File: src/rtl/mdio_pkg.sv
// Shared constants, command type and framing helpers for the MDIO master.
// Assumes the standard 5-bit address fields and 16-bit data field.
package mdio_pkg;
    localparam int ADR_W     = 5;
    localparam int DAT_W     = 16;
    localparam int OP_W      = 2;
    localparam int PRE_BITS  = 32;
    localparam int BODY_BITS = 2 + 2 + ADR_W + ADR_W + 2 + DAT_W;
    localparam int MAX_BITS  = PRE_BITS + BODY_BITS;
    localparam int CNT_W     = $clog2(MAX_BITS + 1);
    // Position (bits remaining, counted from 1) of the first turnaround bit.
    localparam int TA1_POS   = DAT_W + 2;
    localparam int TA2_POS   = DAT_W + 1;

    localparam logic [1:0] START_C22 = 2'b01;
    localparam logic [1:0] START_C45 = 2'b00;
    localparam logic [1:0] TA_DRIVE  = 2'b10;

    typedef struct packed {
        logic [OP_W-1:0]  op;
        logic [ADR_W-1:0] phy;
        logic [ADR_W-1:0] rega;
    } mdio_cmd_t;

    // Opcode as it appears on the wire for a given host command code.
    function automatic logic [1:0] wire_opcode(input logic c45, input logic [OP_W-1:0] op);
        if (c45) return op;
        return op[0] ? 2'b10 : 2'b01;
    endfunction

    // True when the host command code requests a read.
    function automatic logic op_is_read(input logic c45, input logic [OP_W-1:0] op);
        return c45 ? op[1] : op[0];
    endfunction
endpackage

File: src/rtl/mdio_mdc_gen.sv
// Management clock divider. Produces MDC at clk/DIV with equal halves and
// one-cycle strobes marking the clock edge at which MDC rises or falls.
// Assumes DIV is even and at least 2.
module mdio_mdc_gen #(
    parameter int DIV = 8
) (
    input  logic clk,
    input  logic rst_n,
    output logic mdc,
    output logic rise_tick,
    output logic fall_tick
);
    localparam int HALF = DIV / 2;
    localparam int CW   = (DIV > 2) ? $clog2(DIV) : 1;

    logic [CW-1:0] cnt;

    assign rise_tick = (cnt == CW'(HALF - 1));
    assign fall_tick = (cnt == CW'(DIV - 1));

    // Phase counter and MDC level register.
    always_ff @(posedge clk) begin
        if (!rst_n) begin
            cnt <= '0;
            mdc <= 1'b0;
        end else begin
            cnt <= fall_tick ? '0 : cnt + 1'b1;
            if (rise_tick)
                mdc <= 1'b1;
            else if (fall_tick)
                mdc <= 1'b0;
        end
    end
endmodule

File: src/rtl/mdio_host_regs.sv
// Host-visible configuration and write-data storage. The values are held
// until rewritten; the frame engine latches what it needs at command accept.
module mdio_host_regs
    import mdio_pkg::*;
(
    input  logic             clk,
    input  logic             rst_n,
    input  logic             cfg_we,
    input  logic             cfg_clause45,
    input  logic             cfg_preamble,
    input  logic             wdat_we,
    input  logic [DAT_W-1:0] wdat_in,
    output logic             c45_mode,
    output logic             pre_en,
    output logic [DAT_W-1:0] wdat
);
    // Configuration bits.
    always_ff @(posedge clk) begin
        if (!rst_n) begin
            c45_mode <= 1'b0;
            pre_en   <= 1'b0;
        end else if (cfg_we) begin
            c45_mode <= cfg_clause45;
            pre_en   <= cfg_preamble;
        end
    end

    // Write-data / clause 45 address register.
    always_ff @(posedge clk) begin
        if (!rst_n)
            wdat <= '0;
        else if (wdat_we)
            wdat <= wdat_in;
    end
endmodule

File: src/rtl/mdio_frame_engine.sv
// Frame sequencer: accepts a command when idle, shifts preamble and frame
// bits out at each MDC fall, releases the line for read turnaround and
// data, samples the line at each MDC rise, and posts the read result.
// Assumes rise_tick and fall_tick never coincide.
module mdio_frame_engine
    import mdio_pkg::*;
(
    input  logic             clk,
    input  logic             rst_n,
    input  logic             rise_tick,
    input  logic             fall_tick,
    input  logic             cmd_we,
    input  mdio_cmd_t        cmd,
    input  logic             c45_mode,
    input  logic             pre_en,
    input  logic [DAT_W-1:0] wdat,
    input  logic             mdio_in,
    output logic             mdio_out,
    output logic             mdio_oe,
    output logic             wr_pending,
    output logic             rd_pending,
    output logic             rd_valid,
    output logic [DAT_W-1:0] rd_data
);
    localparam logic [CNT_W-1:0] LEN_BODY = CNT_W'(BODY_BITS);
    localparam logic [CNT_W-1:0] LEN_FULL = CNT_W'(MAX_BITS);
    localparam logic [CNT_W-1:0] POS_TA1  = CNT_W'(TA1_POS);
    localparam logic [CNT_W-1:0] POS_TA2  = CNT_W'(TA2_POS);
    localparam logic [CNT_W-1:0] POS_D0   = CNT_W'(DAT_W);

    logic                 busy;
    logic                 accept;
    logic                 req_read;
    logic [BODY_BITS-1:0] frame_word;
    logic [BODY_BITS-1:0] shreg;
    logic [CNT_W-1:0]     remain;
    logic [CNT_W-1:0]     cur_pos;
    logic                 is_rd;
    logic                 ta_ok;
    logic [DAT_W-1:0]     cap;

    assign busy   = wr_pending | rd_pending;
    assign accept = cmd_we & ~busy;

    // Assemble the frame body for the command being offered.
    always_comb begin
        req_read   = op_is_read(c45_mode, cmd.op);
        frame_word = {c45_mode ? START_C45 : START_C22,
                      wire_opcode(c45_mode, cmd.op),
                      cmd.phy, cmd.rega,
                      req_read ? 2'b11 : TA_DRIVE,
                      req_read ? {DAT_W{1'b1}} : wdat};
    end

    // Command accept, bit shift-out at MDC fall and completion.
    always_ff @(posedge clk) begin
        if (!rst_n) begin
            shreg      <= '0;
            remain     <= '0;
            cur_pos    <= '0;
            is_rd      <= 1'b0;
            mdio_out   <= 1'b1;
            mdio_oe    <= 1'b0;
            wr_pending <= 1'b0;
            rd_pending <= 1'b0;
            rd_valid   <= 1'b0;
            rd_data    <= '0;
        end else if (accept) begin
            shreg      <= frame_word;
            remain     <= pre_en ? LEN_FULL : LEN_BODY;
            cur_pos    <= '0;
            is_rd      <= req_read;
            wr_pending <= ~req_read;
            rd_pending <= req_read;
            if (req_read)
                rd_valid <= 1'b0;
        end else if (busy && fall_tick) begin
            if (remain == '0) begin
                mdio_oe    <= 1'b0;
                mdio_out   <= 1'b1;
                wr_pending <= 1'b0;
                rd_pending <= 1'b0;
                cur_pos    <= '0;
                if (is_rd) begin
                    rd_data  <= cap;
                    rd_valid <= ta_ok;
                end
            end else begin
                cur_pos <= remain;
                remain  <= remain - 1'b1;
                if (remain > LEN_BODY) begin
                    mdio_out <= 1'b1;
                    mdio_oe  <= 1'b1;
                end else begin
                    mdio_out <= shreg[BODY_BITS-1];
                    shreg    <= {shreg[BODY_BITS-2:0], 1'b0};
                    mdio_oe  <= ~(is_rd && (remain <= POS_TA1));
                end
            end
        end
    end

    // Line sampling at MDC rise during a read.
    always_ff @(posedge clk) begin
        if (!rst_n) begin
            ta_ok <= 1'b0;
            cap   <= '0;
        end else if (accept) begin
            ta_ok <= 1'b0;
        end else if (rd_pending && rise_tick) begin
            if (cur_pos == POS_TA2)
                ta_ok <= ~mdio_in;
            else if (cur_pos != '0 && cur_pos <= POS_D0)
                cap <= {cap[DAT_W-2:0], mdio_in};
        end
    end
endmodule

File: src/rtl/mdio_master.sv
// Dual-clause MDIO master top: joins the MDC divider, host registers and
// frame engine. MDC_DIV must be even and at least 2.
module mdio_master
    import mdio_pkg::*;
#(
    parameter int MDC_DIV = 8
) (
    input  logic             clk,
    input  logic             rst_n,
    input  logic             cfg_we,
    input  logic             cfg_clause45,
    input  logic             cfg_preamble,
    input  logic             wdat_we,
    input  logic [DAT_W-1:0] wdat_in,
    input  logic             cmd_we,
    input  logic [OP_W-1:0]  cmd_op,
    input  logic [ADR_W-1:0] cmd_phy,
    input  logic [ADR_W-1:0] cmd_reg,
    output logic             wr_pending,
    output logic             rd_pending,
    output logic             rd_valid,
    output logic [DAT_W-1:0] rd_data,
    output logic             mdc,
    output logic             mdio_out,
    output logic             mdio_oe,
    input  logic             mdio_in
);
    logic             rise_tick;
    logic             fall_tick;
    logic             c45_mode;
    logic             pre_en;
    logic [DAT_W-1:0] wdat;
    mdio_cmd_t        cmd;

    assign cmd = '{op: cmd_op, phy: cmd_phy, rega: cmd_reg};

    mdio_mdc_gen #(.DIV(MDC_DIV)) i_mdc_gen (
        .clk       (clk),
        .rst_n     (rst_n),
        .mdc       (mdc),
        .rise_tick (rise_tick),
        .fall_tick (fall_tick)
    );

    mdio_host_regs i_host_regs (
        .clk          (clk),
        .rst_n        (rst_n),
        .cfg_we       (cfg_we),
        .cfg_clause45 (cfg_clause45),
        .cfg_preamble (cfg_preamble),
        .wdat_we      (wdat_we),
        .wdat_in      (wdat_in),
        .c45_mode     (c45_mode),
        .pre_en       (pre_en),
        .wdat         (wdat)
    );

    mdio_frame_engine i_engine (
        .clk        (clk),
        .rst_n      (rst_n),
        .rise_tick  (rise_tick),
        .fall_tick  (fall_tick),
        .cmd_we     (cmd_we),
        .cmd        (cmd),
        .c45_mode   (c45_mode),
        .pre_en     (pre_en),
        .wdat       (wdat),
        .mdio_in    (mdio_in),
        .mdio_out   (mdio_out),
        .mdio_oe    (mdio_oe),
        .wr_pending (wr_pending),
        .rd_pending (rd_pending),
        .rd_valid   (rd_valid),
        .rd_data    (rd_data)
    );
endmodule

File: config.mk
export PLATFORM = sky130hd
export DESIGN_NAME = mdio_master
export DESIGN_NICKNAME = d
export VERILOG_FILES = /design/src/rtl/mdio_pkg.sv /design/src/rtl/mdio_mdc_gen.sv /design/src/rtl/mdio_host_regs.sv /design/src/rtl/mdio_frame_engine.sv /design/src/rtl/mdio_master.sv
export SDC_FILE = /design/constraint.sdc
export NUM_CORES = 1
export LEC_CHECK = 0
export CORE_UTILIZATION = 45
export DETAILED_ROUTE_END_ITERATION = 16
export GPL_ROUTABILITY_DRIVEN = 1
export HOLD_SLACK_MARGIN = 0.12
export PLACE_DENSITY = 0.77
export SKIP_LAST_GASP = 1
export SLEW_MARGIN = 20
export SYNTH_ARGS = -nofsm -noshare
export SYNTH_HDL_FRONTEND = slang
export SYNTH_SLANG_ARGS = --single-unit
export TNS_END_PERCENT = 20
File: constraint.sdc
create_clock -name clk -period 3.25 [get_ports clk]
set_clock_uncertainty 0.1 [all_clocks]
set_input_delay 0.325 -clock clk [delete_from_list [all_inputs] [get_ports clk]]
set_output_delay 0.325 -clock clk [all_outputs]
set_load 0.05 [all_outputs]
==> run summary, run 1 <==
Syn_nets = 547
Startpoint types = flop
# resized after CTS = 0
GP Congestion = 0.8134
Die ar. = 11,010 sq um
DR vias = 3,775
Ratio of cells with drive above 1 in the final layout = 0.08133
Required @ worst endpoint = 3.39 ns
Synth Register Bits = 107
Hold Fails Final Rpt = 0
Port Buffer Count = 57
DIE HEIGHT = 105.0 microns
Total gr overflow = 0
N_diodes = 0
Slew headroom = 0.3804
Post-CTS Hold Fix Bufs = 0
CTS Sinks = 107
CP Data Arrival Time = 2.70 ns
ANT nets after route = 0
Clk pin slew, worst setup/hold paths = 0.11 ns
Post-synth EDFFs = 0
TritonCTS clock tree = yes
Ys flop type = dfxtp_1
FP Rows = 37
Ys Warns = 0
Peak VDD IR = 0.2038 mV
Largest cells by area after synthesis = dfxtp_1 (45%), mux2i_1 (7.3%), nand2_1 (3.4%)
Count of pins over their slew limit = 0
Tmin final = 2.561 ns
DRC violations left = 0
Starting density of the core = 0.4641
Pre-Repair DR Iteration Count = 4
Cell with the most instances after synthesis = dfxtp_1
Ys async rst share = 0
Synth cell types = 51
Critical path type = flop to flop
Detail Placement HPWL = 6646 microns
Seq/Total Area, Yosys = 0.4491
DRT iter0 DRCs = 186
Yosys top cell by area = dfxtp_1
Final setup viols = 0
Initial antenna violation count = 0
Core area = 10,280 sq um
Post-CTS setup buffer count = 0
Commonest cells post-synth = dfxtp_1 (107), nand2_1 (43), mux2i_1 (35), nor2_1 (35), o21ai_0 (32)
Leakage Power = 2.035 nW
Vias in the first global route = 3,766
Largest net degree at the start of global routing = 43
Power density over cell area = 459.4 nW/um^2
CTS max path bufs = 2
Mean number of vias per cell = 5.576
Filler instances = 940
Post-Synthesis Cell Area = 4770 sq um
RSZ-0062 raised after global routing = no
Max Cap Viol = 0
Final cycle utilization of the critical path = 0.7879
Max frequency = 390.5 MHz
Final #Nets = 578
DR WL/cell = 14.61 microns
Die X = 105.0 microns
Tot GR Track Use = 0.1935
Post-Syn Instances = 505
Status = finished, final reports clean
H-Tree Depth = 3
Setup total negative slack = 0 ns
Class of the worst hold path = input port to flop
Syn Area/Cell = 9.445 sq um
Critical path capture point type = flop
# IOs = 58
Worst-Skew Late Latency = 0.38 ns
CTS root buf = clkbuf_8
Global-route wire length before repair = 17,410 microns
P&R area growth vs syn = 15.45%
Maximum fanout along the worst path = 22
Post-Route Utilization = 0.5358
Yosys top cell area share = 0.4491
Final wirelength = 9890 microns
CTS Buf Count = 9
Slew at the pin closest to its max-slew limit = 0.9265 ns
flip-flops by register name (all words and copies together), names as in the netlist:
signal,cells
i_engine.cur_pos,7
i_engine.mdio_oe,1
i_engine.mdio_out,1
i_engine.remain,7
i_engine.rd_pending,1
i_engine.ta_ok,1
i_host_regs.c45_mode,1
i_engine.rd_valid,1
i_engine.rd_data,16
i_engine.shreg,32
i_mdc_gen.mdc,1
i_host_regs.pre_en,1
i_engine.is_rd,1
i_engine.cap,16
i_host_regs.wdat,16
i_mdc_gen.cnt,3
i_engine.wr_pending,1
through the flow:
step           power, mW  instance area (sq um)  instances  setup slack [ns]  hold slack (ns)
3_3_place_gp       1.747                   5314        661            0.8668           0.3058
5_1_grt            2.642                   5507        677            0.5465           0.3003
2_1_floorplan      1.665                   4770        505             1.232           0.2992
6_report           2.530                   5507        677            0.6894           0.2754
4_1_cts            2.541                   5507        677            0.6956           0.2683
3_5_place_dp       1.760                   5314        661            0.7137           0.3312
power breakdown:
group	switching (mW)	internal (mW)	leakage (nW)
logic	0.162	0.138	1.06
clock network	0.500	0.300	0.0968
registers	0.0512	1.38	0.875
total	0.713	1.82	2.03
metal layers:
| layer | up-vias | GRT usage | routed length [microns] |
|---|---|---|---|
| li1 | 1895 | - | - |
| met1 | 1775 | 0.2434 | 4587 |
| met2 | 90 | 0.3330 | 4763 |
| met3 | 15 | 0.03431 | 396 |
| met4 | 0 | 0.06640 | 143 |
| met5 | - | 0 | 0 |
placed cells by master, fill, tap and decap left out, types with 6 or more instances in the layout:
cell type,instances
a211oi_1,9
a211oi_2,7
a21boi_0,9
a21boi_1,10
a21oi_1,12
buf_4,7
clkbuf_8,9
clkdlybuf4s50_1,56
dfxtp_1,107
ha_1,6
mux2i_1,35
nand2_1,43
nand3_1,24
nor2_1,35
nor2b_1,21
nor3_1,13
o2111ai_1,15
o211ai_1,16
o21ai_0,32
o221ai_1,16
worst max-delay path: stages, from the launching register on:
cell and delay, ns:
dfxtp_1 0.36, ha_1 0.19, ha_1 0.25, o21ai_1 0.09, buf_4 0.20, a211o_1 0.56, buf_4 0.30, o2111ai_1 0.20
o221ai_1 0.16
kinds of logic after synthesis:
family / share of synthesized area
buf+inv: 0.05509
flops: 0.4491
xor+xnor: 0.009181
fa+ha+maj: 0.01574
compound gates: 0.2288
simple gates: 0.1687
mux: 0.07345
layout make-up:
type | count | area [sq um] | share of cell area
Timing Repair Buffer | 64 | 618.1 | 0.1122
Multi-Input combinational cell | 349 | 2365 | 0.4294
Sequential cell | 107 | 2142 | 0.3890
Clock inverter | 7 | 68.82 | 0.01250
Inverter | 5 | 18.77 | 0.003408
Clock buffer | 9 | 123.9 | 0.02249
Tap cell | 136 | 170.2 | 0.03090
path summary, 6_finish.rpt:
path / startpoint / to / slack, ns / cells past startpoint
hold / removal: rst_n / i_engine.mdio_out$_SDFFE_PN1P_ / 0.28 / 2
setup / recovery: i_mdc_gen.cnt[0]$_SDFF_PP0_ / i_engine.shreg[8]$_SDFFE_PN0P_ / 0.69 / 8
setup reg to reg: i_mdc_gen.cnt[0]$_SDFF_PP0_ / i_engine.shreg[8]$_SDFFE_PN0P_ / 0.69 / 8
hold reg to reg: i_mdc_gen.cnt[0]$_SDFF_PP0_ / i_mdc_gen.cnt[0]$_SDFF_PP0_ / 0.35 / 1
Power figures use the tool's default switching activity.
==> run 2, diff against run 1 <==
- clock period: 3.25 -> 2.5 ns (I/O delays scaled with it)
==> run 2 against run 1 <==
  * Non-clock buffer count increased by 8
  * Final area increased by 1.2%
  * Clock power increased by 29%
  * Highest routed layer unchanged
  * Sequential power increased by 30%
  * Critical path depth decreased by 1
  * First-iteration DRC count decreased by 4.8%
  * Worst setup slack got worse by 0.40 ns
  * Largest cell class unchanged
  * Global-route usage decreased by 0.079 points
  * Via count increased by 0.77%
  * Flip-flop and latch count unchanged
  * Worst hold slack improved by 0.048 ns
==> run summary, run 2 (synthesized netlist as in run 1, its figures left out) <==
Status = finished, final reports clean
Starting density of the core = 0.4641
ANT nets after route = 0
P&R area growth vs syn = 16.84%
N_diodes = 0
RSZ-0062 raised after global routing = no
Logic gate share of total power = 0.121
Detail Placement HPWL = 6745 microns
CP bufs+invs = 2
Count of pins over their slew limit = 0
Slew at the pin closest to its max-slew limit = 0.6734 ns
Class of the worst hold path = flop to flop
Max incr delay on CP = 0.45 ns
Vias in the first global route = 3,752
Top reg by flops = i_engine.shreg
Most common cell after layout, fill and taps aside = dfxtp_1
CP Data Arrival Time = 2.38 ns
Slew headroom = 0.5511
CTS root buf = clkbuf_8
# IOs = 58
Largest net degree at the start of global routing = 75
Total gr overflow = 0
H-Tree Depth = 3
Setup total negative slack = 0 ns
Global-route wire length before repair = 17,550 microns
Critical path capture point type = flop
Critical path type = flop to flop
FP Rows = 37
DR WL/cell = 14.72 microns
Final wirelength = 10,080 microns
Post-Route Utilization = 0.5422
Max Cap Viol = 0
Hold Fails Final Rpt = 0
Filler instances = 934
DR vias = 3,804
Port Buffer Count = 57
Worst-Skew Late Latency = 0.38 ns
Most frequent cells in the layout = dfxtp_1 (107), clkdlybuf4s50_1 (56), nand2_1 (43), nor2_1 (35), mux2i_1 (35)
Leakage Power = 2.074 nW
GP Congestion = 0.8114
Switching Fraction = 0.2787
Clk pin slew, worst setup/hold paths = 0.10 ns
Hold WS = 0.3231 ns
Core area = 10,280 sq um
Final #Nets = 586
Initial antenna violation count = 0
Die X = 105.0 microns
Maximum fanout along the worst path = 28
CTS max path bufs = 2
# resized after CTS = 0
P_int = 2.366 mW
Die ar. = 11,010 sq um
Max reg flops = 32
Top delay family on crit path = compound AO/OA/AOI/OAI gates
Tmin final = 2.209 ns
Required @ worst endpoint = 2.67 ns
Final cycle utilization of the critical path = 0.8837
CP max stage cell = nor3b_2
Mean number of vias per cell = 5.553
Pre-Repair DR Iteration Count = 4
Clock share of power = 0.313
CTS Sinks = 107
Ratio of cells with drive above 1 in the final layout = 0.09107
NetSw = 914.3 uW
Power density over cell area = 588.6 nW/um^2
Worst-path cell chain = inv_1, ha_1, nor3b_2, a211o_1, buf_12, o21ai_2, o221a_1
CTS Buf Count = 9
Tot GR Track Use = 0.1927
Peak VDD IR = 0.2708 mV
DRT iter0 DRCs = 177
Startpoint types = flop
TritonCTS clock tree = yes
Max frequency = 452.6 MHz
DIE HEIGHT = 105.0 microns
Final setup viols = 0
DRC violations left = 0
Seq pwr share = 0.566
## run 2: cell types whose count changed in the layout (fill, tap and decap cells not counted)
cell	change
clkbuf_1	+1
dlygate4sd3_1	+1
clkinv_8	-1
clkinv_2	-1
buf_4	+6
buf_12	+1
inv_6	+1
## run 2: worst register-to-register path: stages (launching register included)
cell     delay, ns
dfxtp_1       0.34
inv_1         0.13
ha_1          0.20
nor3b_2       0.45
a211o_1       0.34
buf_12        0.21
o21ai_2       0.08
o221a_1       0.24
## run 2: metal layers
metal | part of all wire | GRT usage
met5 | 0 | 0
met4 | 0.013 | 0.05835
met3 | 0.030 | 0.02932
met2 | 0.48 | 0.3316
met1 | 0.47 | 0.2482
## run 2: path summary, 6_finish.rpt
check | slack, ns | depth (start not counted) | to | from
min reg2reg | 0.32 | 1 | i_mdc_gen.cnt[0]$_SDFF_PP0_ | i_mdc_gen.cnt[0]$_SDFF_PP0_
max reg2reg | 0.29 | 7 | i_engine.shreg[29]$_SDFFE_PN0P_ | i_engine.remain[0]$_SDFFE_PN0P_
min | 0.32 | 1 | i_mdc_gen.cnt[0]$_SDFF_PP0_ | i_mdc_gen.cnt[0]$_SDFF_PP0_
max | 0.29 | 7 | i_engine.shreg[29]$_SDFFE_PN0P_ | i_engine.remain[0]$_SDFFE_PN0P_
## run 2: repair_timing
action	4_1_cts	5_1_grt
hold buffers	1	0
setup buffers	0	0
endpoints found under the hold margin	3	0
## run 2: area by class of cell
cell class | count | area [sq um] | area share
clock inverter | 6 | 56.30 | 0.01010
clock buffer | 10 | 127.6 | 0.02290
timing repair buffer | 72 | 693.2 | 0.1244
multi-input combinational | 349 | 2365 | 0.4243
inverter | 5 | 18.77 | 0.003368
sequential | 107 | 2142 | 0.3844
tap | 136 | 170.2 | 0.03053
## run 2: stage by stage
step | instance area, sq um | instances | power, mW | setup WS, ns
detailed placement | 5379 | 668 | 2.293 | 0.1211
global route | 5573 | 685 | 3.424 | 0.06723
CTS | 5573 | 685 | 3.298 | 0.2898
finish | 5573 | 685 | 3.280 | 0.2907
global placement | 5379 | 668 | 2.275 | 0.1953
floorplan | 4770 | 505 | 2.165 | 0.4822
## run 2: power groups by stage
| stage | Combinational [mW] | Sequential, mW | Clock, mW |
|---|---|---|---|
| after global routing | 0.442 | 1.87 | 1.11 |
| after floorplan | 0.279 | 1.89 | 0 |
| after detailed placement | 0.397 | 1.90 | 0 |
| final | 0.398 | 1.86 | 1.03 |
| after CTS | 0.401 | 1.86 | 1.04 |
| after global placement | 0.384 | 1.89 | 0 |
